--- src/rtl/agc_dwell_pkg.sv ---
// Shared types for the gain switch. Assumes nothing beyond IEEE 1800-2017.
package agc_dwell_pkg;
    typedef enum logic {
        GAIN_HIGH = 1'b0,
        GAIN_LOW  = 1'b1
    } gain_e;
endpackage

--- src/rtl/agc_dwell_cfg.sv ---
// Holds the hold-off exponent register.
// Decodes writes to DWELL_ADDR only and clamps values above MAX_EXP.
// Assumes MAX_EXP fits in DATA_W bits and RESET_EXP <= MAX_EXP.
module agc_dwell_cfg #(
    parameter int unsigned ADDR_W     = 4,
    parameter int unsigned DATA_W     = 8,
    parameter int unsigned MAX_EXP    = 20,
    parameter int unsigned RESET_EXP  = 13,
    parameter int unsigned DWELL_ADDR = 4'hA,
    localparam int unsigned EXP_W     = $clog2(MAX_EXP + 1)
) (
    input  logic              clk,
    input  logic              rst_n,
    input  logic              cfg_we,
    input  logic [ADDR_W-1:0] cfg_addr,
    input  logic [DATA_W-1:0] cfg_wdata,
    output logic [EXP_W-1:0]  exp_o
);
    logic             hit;
    logic [EXP_W-1:0] clamped;

    // Address match and clamping of the write value.
    always_comb begin
        hit     = cfg_we && (cfg_addr == ADDR_W'(DWELL_ADDR));
        clamped = (cfg_wdata > DATA_W'(MAX_EXP)) ? EXP_W'(MAX_EXP)
                                                 : EXP_W'(cfg_wdata);
    end

    // Exponent register with its reset value.
    always_ff @(posedge clk) begin
        if (!rst_n)   exp_o <= EXP_W'(RESET_EXP);
        else if (hit) exp_o <= clamped;
    end

    // the stored exponent never exceeds its ceiling.
    a_r7_exp_capped: assert property (@(posedge clk) disable iff (!rst_n)
        exp_o <= EXP_W'(MAX_EXP));
endmodule

--- src/rtl/agc_dwell_timer.sv ---
// Counts consecutive below-threshold samples while in low gain.
// Flags expiry when 2^exp_i samples have been counted.
// Assumes CNT_W > the largest exponent, so 1 << exp_i never overflows.
module agc_dwell_timer #(
    parameter int unsigned EXP_W = 5,
    parameter int unsigned CNT_W = 21
) (
    input  logic             clk,
    input  logic             rst_n,
    input  logic             run,
    input  logic [EXP_W-1:0] exp_i,
    output logic             expired
);
    logic [CNT_W-1:0] cnt;
    logic [CNT_W-1:0] last;

    // Last count value of the current hold-off; it compares against a live exponent.
    always_comb begin
        last    = (CNT_W'(1) << exp_i) - CNT_W'(1);
        expired = run && (cnt >= last);
    end

    // Counter: cleared when idle or on expiry, otherwise advanced.
    always_ff @(posedge clk) begin
        if (!rst_n || !run || expired) cnt <= '0;
        else                           cnt <= cnt + CNT_W'(1);
    end

    // the count is zero after any cycle in which it was not running.
    a_r4_cleared_when_idle: assert property (@(posedge clk) disable iff (!rst_n)
        !run |=> cnt == '0);
endmodule

--- src/rtl/agc_gain_fsm.sv ---
// Gain state: forced low by above-threshold power, released by timer expiry.
// Assumes 'expired' can only be high while in low gain with power below threshold.
module agc_gain_fsm
    import agc_dwell_pkg::*;
(
    input  logic clk,
    input  logic rst_n,
    input  logic pwr_above,
    input  logic expired,
    output logic gain_low
);
    gain_e state;

    // Next gain: above-threshold power wins, expiry releases, otherwise hold.
    always_ff @(posedge clk) begin
        if (!rst_n)         state <= GAIN_HIGH;
        else if (pwr_above) state <= GAIN_LOW;
        else if (expired)   state <= GAIN_HIGH;
    end

    assign gain_low = (state == GAIN_LOW);

    // reset yields high gain.
    a_r1_reset_high: assert property (@(posedge clk)
        !rst_n |=> !gain_low);
    // an above-threshold sample gives low gain next cycle.
    a_r2_above_forces_low: assert property (@(posedge clk) disable iff (!rst_n)
        pwr_above |=> gain_low);
    // low gain is only entered after an above-threshold sample.
    a_r5_rise_needs_above: assert property (@(posedge clk) disable iff (!rst_n)
        $rose(gain_low) |-> $past(pwr_above));
    // high gain only returns after a below-threshold sample.
    a_r3_fall_needs_below: assert property (@(posedge clk) disable iff (!rst_n)
        $fell(gain_low) |-> !$past(pwr_above));
endmodule

--- src/rtl/agc_dwell_ctrl.sv ---
// Top of the gain switch: exponent register, hold-off timer and gain state.
// Assumes pwr_above is already synchronous to clk.
module agc_dwell_ctrl #(
    parameter int unsigned ADDR_W     = 4,
    parameter int unsigned DATA_W     = 8,
    parameter int unsigned MAX_EXP    = 20,
    parameter int unsigned RESET_EXP  = 13,
    parameter int unsigned DWELL_ADDR = 4'hA
) (
    input  logic              clk,
    input  logic              rst_n,
    input  logic              pwr_above,
    input  logic              cfg_we,
    input  logic [ADDR_W-1:0] cfg_addr,
    input  logic [DATA_W-1:0] cfg_wdata,
    output logic              gain_low
);
    localparam int unsigned EXP_W = $clog2(MAX_EXP + 1);
    localparam int unsigned CNT_W = MAX_EXP + 1;

    logic [EXP_W-1:0] exp_q;
    logic             run;
    logic             expired;

    // The timer counts only in low gain with power below the threshold.
    assign run = gain_low && !pwr_above;

    agc_dwell_cfg #(
        .ADDR_W(ADDR_W), .DATA_W(DATA_W), .MAX_EXP(MAX_EXP),
        .RESET_EXP(RESET_EXP), .DWELL_ADDR(DWELL_ADDR)
    ) u_cfg (
        .clk(clk), .rst_n(rst_n), .cfg_we(cfg_we), .cfg_addr(cfg_addr),
        .cfg_wdata(cfg_wdata), .exp_o(exp_q)
    );

    agc_dwell_timer #(.EXP_W(EXP_W), .CNT_W(CNT_W)) u_timer (
        .clk(clk), .rst_n(rst_n), .run(run), .exp_i(exp_q), .expired(expired)
    );

    agc_gain_fsm u_fsm (
        .clk(clk), .rst_n(rst_n), .pwr_above(pwr_above),
        .expired(expired), .gain_low(gain_low)
    );
endmodule

--- config.mk ---
export PLATFORM = sky130hd
export DESIGN_NAME = agc_dwell_ctrl
export DESIGN_NICKNAME = d
export VERILOG_FILES = /design/src/rtl/agc_dwell_pkg.sv /design/src/rtl/agc_dwell_cfg.sv /design/src/rtl/agc_dwell_timer.sv /design/src/rtl/agc_gain_fsm.sv /design/src/rtl/agc_dwell_ctrl.sv
export SDC_FILE = /design/constraint.sdc
export NUM_CORES = 1
export LEC_CHECK = 0
export BUFFER_PORTS_ARGS = -buffer_cell sky130_fd_sc_hd__buf_2
export CAP_MARGIN = 20
export CORE_MARGIN = 10
export CORE_UTILIZATION = 50
export CTS_CLUSTER_SIZE = 20
export DETAILED_ROUTE_END_ITERATION = 16
export GPL_TIMING_DRIVEN = 0
export PLACE_DENSITY_LB_ADDON = 0.25
export REMOVE_ABC_BUFFERS = 1
export SETUP_SLACK_MARGIN = 0.1
export SYNTH_ARGS = -nofsm -noshare
export SYNTH_HDL_FRONTEND = slang
export SYNTH_SLANG_ARGS = --single-unit
--- constraint.sdc ---
create_clock -name clk -period 7.45 [get_ports clk]
set_input_delay 1.49 -clock clk [delete_from_list [all_inputs] [get_ports clk]]
set_output_delay 1.49 -clock clk [all_outputs]
set_load 0.005 [all_outputs]
* Yosys cells after proc, flatten, opt, wreduce, memory -nomap -nowiden
Index checks and enable logic that the tools add are counted.
** Storage, ports and cells
- Word-level logic and storage cells :: 21
- Bits in registers :: 27
- Input bits :: 16
** Cells by class
- Add/subtract/negate cells :: 2
- Muxes and demuxes :: 3
- $lt $le $gt $ge :: 2
- Equality and inequality tests :: 1
- Reductions and logical operators :: 9
- Shift-type cells :: 1
** Operators by type and width (number)
- $add A21 B1 Y21 const B :: 1
- $ge A21 B21 Y1 :: 1
- $shl A1 B5 Y21 const A :: 1
- $sub A21 B2 Y21 const B :: 1
- $gt A8 B5 Y1 const B :: 1
- $mux W5 :: 1
- $eq A4 B4 Y1 const B :: 1
- $logic_and A1 B1 Y1 :: 3
- $logic_not A1 Y1 :: 3
- $logic_or A1 B1 Y1 :: 2
- $mux W1 :: 2
- $reduce_bool A2 Y1 :: 1

* Logic depth before layout (Yosys ltp)
Gate-level depths: netlist of the first run.
- Word-level depth :: 6
- Gate-level depth with buffers :: 16
- Mapped depth without buffers :: 14

* Cells and area by module
From an unflattened synthesis of the first run, not the netlist that was laid out.
** Second synthesis, totals
- Cells, all modules :: 261
- Area, all modules :: 2078.2 um^2
** Modules (own cells, without submodules)
- agc_dwell_timer :: instances 1, area each 1766.7 um^2, cells each 230, seq. area each 420.4 um^2
- agc_dwell_cfg :: instances 1, area each 256.5 um^2, cells each 27, seq. area each 100.1 um^2
- agc_gain_fsm :: instances 1, area each 41.3 um^2, cells each 3, seq. area each 20.0 um^2
- agc_dwell_ctrl :: instances 1, area each 13.8 um^2, cells each 1, seq. area each 0.0 um^2

* Worst setup path after synthesis of the first run
Ideal clock, no wire load.
- Path type :: reg-to-reg
- Start point :: register u_cfg.exp_o[2]
- End point :: register u_timer.cnt[10]
- Setup slack :: 4242 ps
- Required time :: 7317 ps
- Arrival :: 3075 ps
- Path buffers :: 3
- Cell stages (with the launch flop) :: 17
- Cell sequence :: dfxtp_1 clkbuf_1 nor3_1 nand3_1 ha_1 clkbuf_1 nor4_1 a21oi_1 o21ai_0 a21oi_1 ha_1 nand4_1 nor4_2 nand2_1 o211ai_2 buf_4 nor3_1
** On the way
- Longest elaborated chain between the ends :: 5
** Ends and longest elaborated chain
- from (decl) :: RTL line agc_dwell_cfg.sv:17 : output logic [EXP_W-1:0] exp_o
- from (signal assigned) :: RTL line agc_dwell_cfg.sv:31 : if (!rst_n) exp_o <= EXP_W'(RESET_EXP);
- from (signal assigned) :: RTL line agc_dwell_cfg.sv:32 : else if (hit) exp_o <= clamped;
- $shl A1 B5 Y21 :: RTL line agc_dwell_timer.sv:19 : last = (CNT_W'(1) << exp_i) - CNT_W'(1);
- $sub A21 B2 Y21 :: RTL line agc_dwell_timer.sv:19
- $ge A21 B21 Y1 :: RTL line agc_dwell_timer.sv:20 : expired = run && (cnt >= last);
- $logic_and A1 B1 Y1 :: RTL line agc_dwell_timer.sv:20
- $logic_or A1 B1 Y1 :: RTL line agc_dwell_timer.sv:25 : if (!rst_n || !run || expired) cnt <= '0;
- to (signal assigned) :: RTL line agc_dwell_timer.sv:26 : else cnt <= cnt + CNT_W'(1);
- to (decl) :: RTL line agc_dwell_timer.sv:14 : logic [CNT_W-1:0] cnt;
Every way passes these cells.
A chain may end at the register's enable or synchronous reset.

* Worst setup path after layout of the first run
- Start point :: register u_cfg.exp_o[3]
- End point :: register u_fsm.state (netlist: u_fsm.gain_low)
** On the way
- Longest elaborated chain between the ends :: 5
** Ends and longest elaborated chain
- $shl A1 B5 Y21 :: RTL line agc_dwell_timer.sv:19
- $sub A21 B2 Y21 :: RTL line agc_dwell_timer.sv:19
- $ge A21 B21 Y1 :: RTL line agc_dwell_timer.sv:20
- $logic_and A1 B1 Y1 :: RTL line agc_dwell_timer.sv:20
- $reduce_bool A2 Y1 (no line)
- to (signal assigned) :: RTL line agc_gain_fsm.sv:16 : if (!rst_n) state <= GAIN_HIGH;
- to (signal assigned) :: RTL line agc_gain_fsm.sv:17 : else if (pwr_above) state <= GAIN_LOW;
- to (signal assigned) :: RTL line agc_gain_fsm.sv:18 : else if (expired) state <= GAIN_HIGH;
- to (decl) :: RTL line agc_gain_fsm.sv:12 : gain_e state;
Every way passes these cells.

==> results.sh, run 1 <==
export IMPL_criticalPathCategory="flop to flop"
export IMPL_route_top_layer_used="met4"
export IMPL_wirelength_mm=4.35
export IMPL_track_usage_pct=12.1
export IMPL_clock_sinks=27
export IMPL_ctsResizeCount=0
export IMPL_fillers=390
export IMPL_holdWs_ps=563
export IMPL_numCtsBuffers=3
export IMPL_synthMuxAreaShare_pct=0
export IMPL_clk_latency_ps=280
export IMPL_synth_compound_area_share_pct=16.3
export IMPL_seqPwrFrac_pct=59.1
export IMPL_via_count=1759
export IMPL_post_route_period_util_pct=54.9
export IMPL_grt_max_degree=24
export IMPL_antenna_found_initial=0
export IMPL_detail_route_wirelength_met1_mm=2.19
export IMPL_finish_instance_area_mm2=0.00225
export IMPL_syn_area_per_cell_um2=8.31
export IMPL_cap_violations=0
export IMPL_die_area_mm2=0.00711
export IMPL_ir_drop_uv=123
export IMPL_arrival_ps=4250
export IMPL_p_comb_share_pct=7.0
export IMPL_synth_xor_area_share_pct=8.47
export IMPL_wl_met3_um=133
export IMPL_synth_top_family_by_area="simple AND/OR/NAND/NOR gates"
export IMPL_die_height_um=84.3
export IMPL_rsz0062_at_grt="no"
export IMPL_clock_fmax_mhz=244
export IMPL_ff_latch_area_um2=541
export IMPL_slew_headroom_pct=51.7
export IMPL_root_buffer="clkbuf_8"
export IMPL_total_power_uw=249
export IMPL_wire_per_inst_um=14.1
export IMPL_finalClockSkew_ps=12.6
export IMPL_fp_row_count=23
export IMPL_ctsHoldBuffers=0
export IMPL_cts_tree="done"
export IMPL_drc=0
export IMPL_tns_ps=0
export IMPL_die_x_um=84.3
export IMPL_synth_fa_ha_area_share_pct=13.9
export IMPL_start_kind="flop"
export IMPL_crit_start="u_cfg.exp_o[3]"
export IMPL_core_mm2=0.00400
export IMPL_final_nets=298
export IMPL_grt_pass1_wl_mm=7.60
export IMPL_clockBufferDepth=2
export IMPL_cts_htree_levels=1
export IMPL_crit_fanout=23
export IMPL_portBuffers=16
export IMPL_yosysUniqueCellTypes=46
export IMPL_worstHoldStart="u_timer.cnt[0]"
export IMPL_p_int_uw=192
export IMPL_setup_viol=0
export IMPL_firstDrtPassIters=4
export IMPL_yosysSeqAreaShare_pct=26.1
export IMPL_gp_congestion=0.758
export IMPL_place_area_mm2=0.00221
export IMPL_netlist_area_mm2=0.00207
export IMPL_yosys_warnings=0
export IMPL_pwr_share_clk_pct=33.8
export IMPL_syn_to_final_growth_pct=8.83
export IMPL_netSwitchingPower_uw=57.3
export IMPL_final_cell_mix="27 x dfxtp_1, 24 x nand2_1, 23 x ha_1"
export IMPL_reg2reg_from="u_cfg.exp_o[3]"
export IMPL_initial_core_util_pct=51.7
export IMPL_endpoint="u_fsm.gain_low"
export IMPL_cellPowerDensity_mw_per_mm2=111
export IMPL_required_ps=7610
export IMPL_ys_seq_elements=27
export IMPL_r2r_setup_slack_ps=3360
export IMPL_path_clk_slew_ps=100
export IMPL_status="finished clean"
export IMPL_drive_gt1_share_pct=15.5
export IMPL_grt_ovfl_total=0
export IMPL_antenna_left=0
export IMPL_yosys_area_share_simple_pct=30.4
export IMPL_hold_path_class="flop to flop"
export IMPL_switching_share_pct=23.0
export IMPL_drv_slew=0
export IMPL_io_pins=17
export IMPL_dpl_hpwl_mm=3.24
export IMPL_power_leakage_uw=0.000902
export IMPL_multiInputGateArea_mm2=0.00143
export IMPL_wl_met2_mm=2.00
export IMPL_worstMarginPinSlew_ps=723
export IMPL_post_cts_setup_buffer_count=0
export IMPL_rr_endpoint="u_fsm.gain_low"
export IMPL_mostFrequentLayoutCell="dfxtp_1"
export IMPL_end_kind="flop"
export IMPL_hold_viol=0
export IMPL_drt_iter0_markers=165
export IMPL_post_route_min_period_ps=4090
export IMPL_n_antenna_cell=0
export IMPL_grt_pass1_vias=1672
export IMPL_rr_worst_depth=13
export IMPL_viasPerCell=5.71
export IMPL_synthCells=249
-- synth_stat cells, drive strengths merged --
cell type / instances / share of area [%]
dfxtp: 27 / 26
nor3: 26 / 9.0
nand2: 24 / 4.4
ha: 23 / 14
a21oi: 18 / 4.4
nand3: 16 / 4.1
o21ai: 12 / 2.9
xor2: 12 / 5.1
clkbuf: 11 / 2.0
nor2: 11 / 2.0
inv: 10 / 1.8
xnor2: 8 / 3.4
nand4: 6 / 3.3
nor4: 6 / 3.6
a31oi: 4 / 1.2
o21a: 4 / 1.5
and3: 3 / 0.91
nand2b: 3 / 0.91
o22ai: 3 / 0.91
buf: 2 / 0.91
nor2b: 2 / 0.60
a211oi: 1 / 0.36
a21boi: 1 / 0.36
a21o: 1 / 0.36
a22oi: 1 / 0.36
a2bb2oi: 1 / 0.42
a41oi: 1 / 0.42
and2: 1 / 0.30
and4: 1 / 0.42
nand4b: 1 / 0.42
o211a: 1 / 0.48
o211ai: 1 / 0.60
o221ai: 1 / 0.42
o22a: 1 / 0.42
o31ai: 1 / 0.36
o32a: 1 / 0.48
o41ai: 1 / 0.42
or2: 1 / 0.30
or3: 1 / 0.30
-- logic make-up (layout without fill, tap and decap cells) --
kind of cell | count (synthesis) | in the layout
buf+inv | 23 | 32
simple gates | 102 | 102
fa+ha+maj | 23 | 23
xor+xnor | 20 | 20
compound gates | 54 | 54
flops | 27 | 27
-- final cells by class --
cell class | count | area share, %
Clock buffer | 4 | 2.00
Inverter | 10 | 1.67
Multi-Input combinational cell | 199 | 63.5
Sequential cell | 27 | 24.0
Tap cell | 50 | 2.78
Timing Repair Buffer | 18 | 6.00
-- registers in the layout, summed over array words and instances (netlist names) --
| signal | count |
|---|---|
| u_timer.cnt | 21 |
| u_cfg.exp_o | 5 |
| u_fsm.gain_low | 1 |
-- layer usage --
metal	global-route usage, %	up-vias
met5	0	-
met4	2.59	0
met3	2.90	5
met2	19.3	14
met1	15.9	813
li1	-	927
-- stage by stage --
stage,util [%],instances,setup slack [ps]
finish,56.3,308,3360
global route,56.3,308,2960
CTS,56.3,308,3350
detailed placement,55.1,304,3390
global placement,53.8,302,3070
floorplan,-,236,3830
-- how the worst min path moves through the flow --
stage,end,cells past startpoint,slack [ps]
finish,u_timer.cnt[0],1,560
global route,u_timer.cnt[0],1,600
CTS,u_timer.cnt[0],1,560
detailed placement,u_timer.cnt[0],1,550
global placement,u_timer.cnt[20],2,540
floorplan,u_timer.cnt[0],1,500
-- critical path: stages (launching register included) --
cell,delay [ps]
dfxtp_1,550
nor3_1,460
nand3_1,170
ha_1,370
inv_1,270
a31oi_1,120
o32a_1,320
ha_1,300
nand4_1,200
nor4_2,350
nand2_1,100
o211ai_2,450
buf_16,220
o21ai_1,70
-- power groups by stage --
stage                     sequential (uW)  clock [uW]  combinational (uW)
after floorplan                       150           0                8.86
after global placement                151           0                15.8
after detailed placement              151           0                17.5
after CTS                             147        87.0                17.6
after global routing                  148        94.9                19.9
final                                 147        84.4                17.5
Power figures use the tool's default switching activity.
==> run 2, diff against run 1 <==
==> constraint.sdc (replaced) <==
create_clock -name clk -period 3.6 [get_ports clk]
set_input_delay 0.72 -clock clk [delete_from_list [all_inputs] [get_ports clk]]
set_output_delay 0.72 -clock clk [all_outputs]
set_load 0.005 [all_outputs]
==> run 2 against run 1 <==
  * Sequential cell count is the same
  * Clock skew is 1.9 ps lower
  * Via count rose by 1.1%
  * Final cell count is 0.65% higher
  * Wire length rose by 2.6%
  * Design area increased by 2.1%
  * Fmax increased by 27%
  * Die area unchanged
  * Worst setup slack worse by 3000 ps
  * Critical path type unchanged
  * Critical endpoint unchanged
==> results.sh, run 2 (synthesized netlist as in run 1, its figures left out) <==
export IMPL_status="finished clean"
export IMPL_wire_per_inst_um=14.4
export IMPL_n_antenna_cell=0
export IMPL_rr_worst_depth=15
export IMPL_slew_headroom_pct=69.3
export IMPL_worstMarginPinSlew_ps=458
export IMPL_io_pins=17
export IMPL_drive_gt1_share_pct=19.2
export IMPL_start_kind="flop"
export IMPL_via_count=1778
export IMPL_post_route_min_period_ps=3210
export IMPL_worstHoldStart="u_timer.cnt[0]"
export IMPL_critPathBufInv=1
export IMPL_place_area_mm2=0.00221
export IMPL_dpl_hpwl_mm=3.24
export IMPL_root_buffer="clkbuf_8"
export IMPL_wirelength_mm=4.46
export IMPL_power_leakage_uw=0.000909
export IMPL_finish_instance_area_mm2=0.00230
export IMPL_ir_drop_uv=255
export IMPL_r2r_setup_slack_ps=390
export IMPL_total_power_uw=514
export IMPL_grt_pass1_wl_mm=7.67
export IMPL_end_kind="flop"
export IMPL_dp_cells=304
export IMPL_criticalPathCategory="flop to flop"
export IMPL_core_mm2=0.00400
export IMPL_viasPerCell=5.74
export IMPL_rsz0062_at_grt="no"
export IMPL_clk_latency_ps=270
export IMPL_arrival_ps=3380
export IMPL_firstDrtPassIters=4
export IMPL_crit_path_frequent_cell="nand2_1"
export IMPL_die_area_mm2=0.00711
export IMPL_clock_fmax_mhz=311
export IMPL_reg2reg_from="u_cfg.exp_o[2]"
export IMPL_syn_to_final_growth_pct=11.1
export IMPL_path_clk_slew_ps=90
export IMPL_drc=0
export IMPL_drv_slew=0
export IMPL_required_ps=3770
export IMPL_cp_top_family="simple AND/OR/NAND/NOR gates"
export IMPL_cp_cell_sequence="nor3_4, nand3_1, ha_2, nor3_1, nand2b_1, a21oi_1, a21o_1, a21boi_1, ha_1, nand2_1, nor4_2, nand2_1, o211ai_4, buf_16, o21ai_1"
export IMPL_crit_fanout=20
export IMPL_cellPowerDensity_mw_per_mm2=224
export IMPL_gp_congestion=0.758
export IMPL_mostFrequentLayoutCell="nand2_1"
export IMPL_track_usage_pct=12.2
export IMPL_setup_viol=0
export IMPL_regMostFlops="u_timer.cnt"
export IMPL_numCtsBuffers=3
export IMPL_hold_viol=0
export IMPL_cap_violations=0
export IMPL_rr_endpoint="u_fsm.gain_low"
export IMPL_post_route_period_util_pct=89.2
export IMPL_die_x_um=84.3
export IMPL_grt_ovfl_total=0
export IMPL_antenna_left=0
export IMPL_cpMaxStageDelayCell="dfxtp_2"
export IMPL_drt_iter0_markers=183
export IMPL_antenna_found_initial=0
export IMPL_final_cell_mix="24 x nand2_1, 22 x ha_1, 22 x dfxtp_1"
export IMPL_setup_ws_ps=389
export IMPL_finalClockSkew_ps=10.7
export IMPL_post_route_util_pct=57.4
export IMPL_hold_end="u_timer.cnt[0]"
export IMPL_cts_htree_levels=1
export IMPL_largest_reg_flops=21
export IMPL_hold_path_class="flop to flop"
export IMPL_grt_max_degree=24
export IMPL_grt_pass1_vias=1696
export IMPL_cts_tree="done"
export IMPL_fillers=385
export IMPL_pre_cts_ws_ps=-463
export IMPL_portBuffers=16
export IMPL_final_nets=300
export IMPL_slowest_delay_ps=450
export IMPL_clock_sinks=27
export IMPL_die_height_um=84.3
export IMPL_hold_depth=1
export IMPL_crit_cells=15
export IMPL_initial_core_util_pct=51.7
export IMPL_clockBufferDepth=2
export IMPL_fp_row_count=23
export IMPL_instances_no_fill=310
[run 2: area by class of cell]
cell class	count	area (um^2)	area share [%]
multi-input cells	199	1450	63.2
flip-flops and latches	27	549	23.9
repair buffers	20	150	6.54
well taps	50	62.6	2.72
clock buffers	4	45.0	1.96
inverters	10	37.5	1.63
[run 2: timing repair]
item                       in CTS  in global routing
hold endpoints to repair        0                  0
setup endpoints to repair      22                 22
pin swaps                       1                  2
resized for setup               8                  3
buffers inserted                1                  1
hold buffers                    0                  0
[run 2: worst max path at each step]
stage / from / endpoint / slack (ps)
2_1_floorplan: u_cfg.exp_o[3] / u_timer.cnt[10] / -20
3_3_place_gp: u_cfg.exp_o[3] / u_timer.cnt[2] / -780
3_5_place_dp: u_cfg.exp_o[3] / u_fsm.gain_low / -460
4_1_cts: u_cfg.exp_o[3] / u_timer.cnt[7] / 170
5_1_grt: u_cfg.exp_o[2] / u_fsm.gain_low / 100
6_report: u_cfg.exp_o[2] / u_fsm.gain_low / 390
[run 2: layer usage]
layer | wire length (um) | part of all wire, % | track usage [%]
met1 | 2160 | 48 | 15.8
met2 | 2100 | 47 | 19.7
met3 | 177 | 4.0 | 3.00
met4 | 29 | 0.65 | 2.74
met5 | 0 | 0 | 0
[run 2: report_power, final]
part | internal [uW] | total [uW] | switching (uW)
Combinational | 17.8 | 37.0 | 19.1
Sequential | 300 | 305 | 4.98
Clock | 79.3 | 172 | 92.4
[run 2: through the flow]
stage               hold WS, ps  TNS [ps]
floorplan                   501      -202
global placement            542    -16850
detailed placement          550     -8250
CTS                         552         0
global route                588         0
finish                      556         0
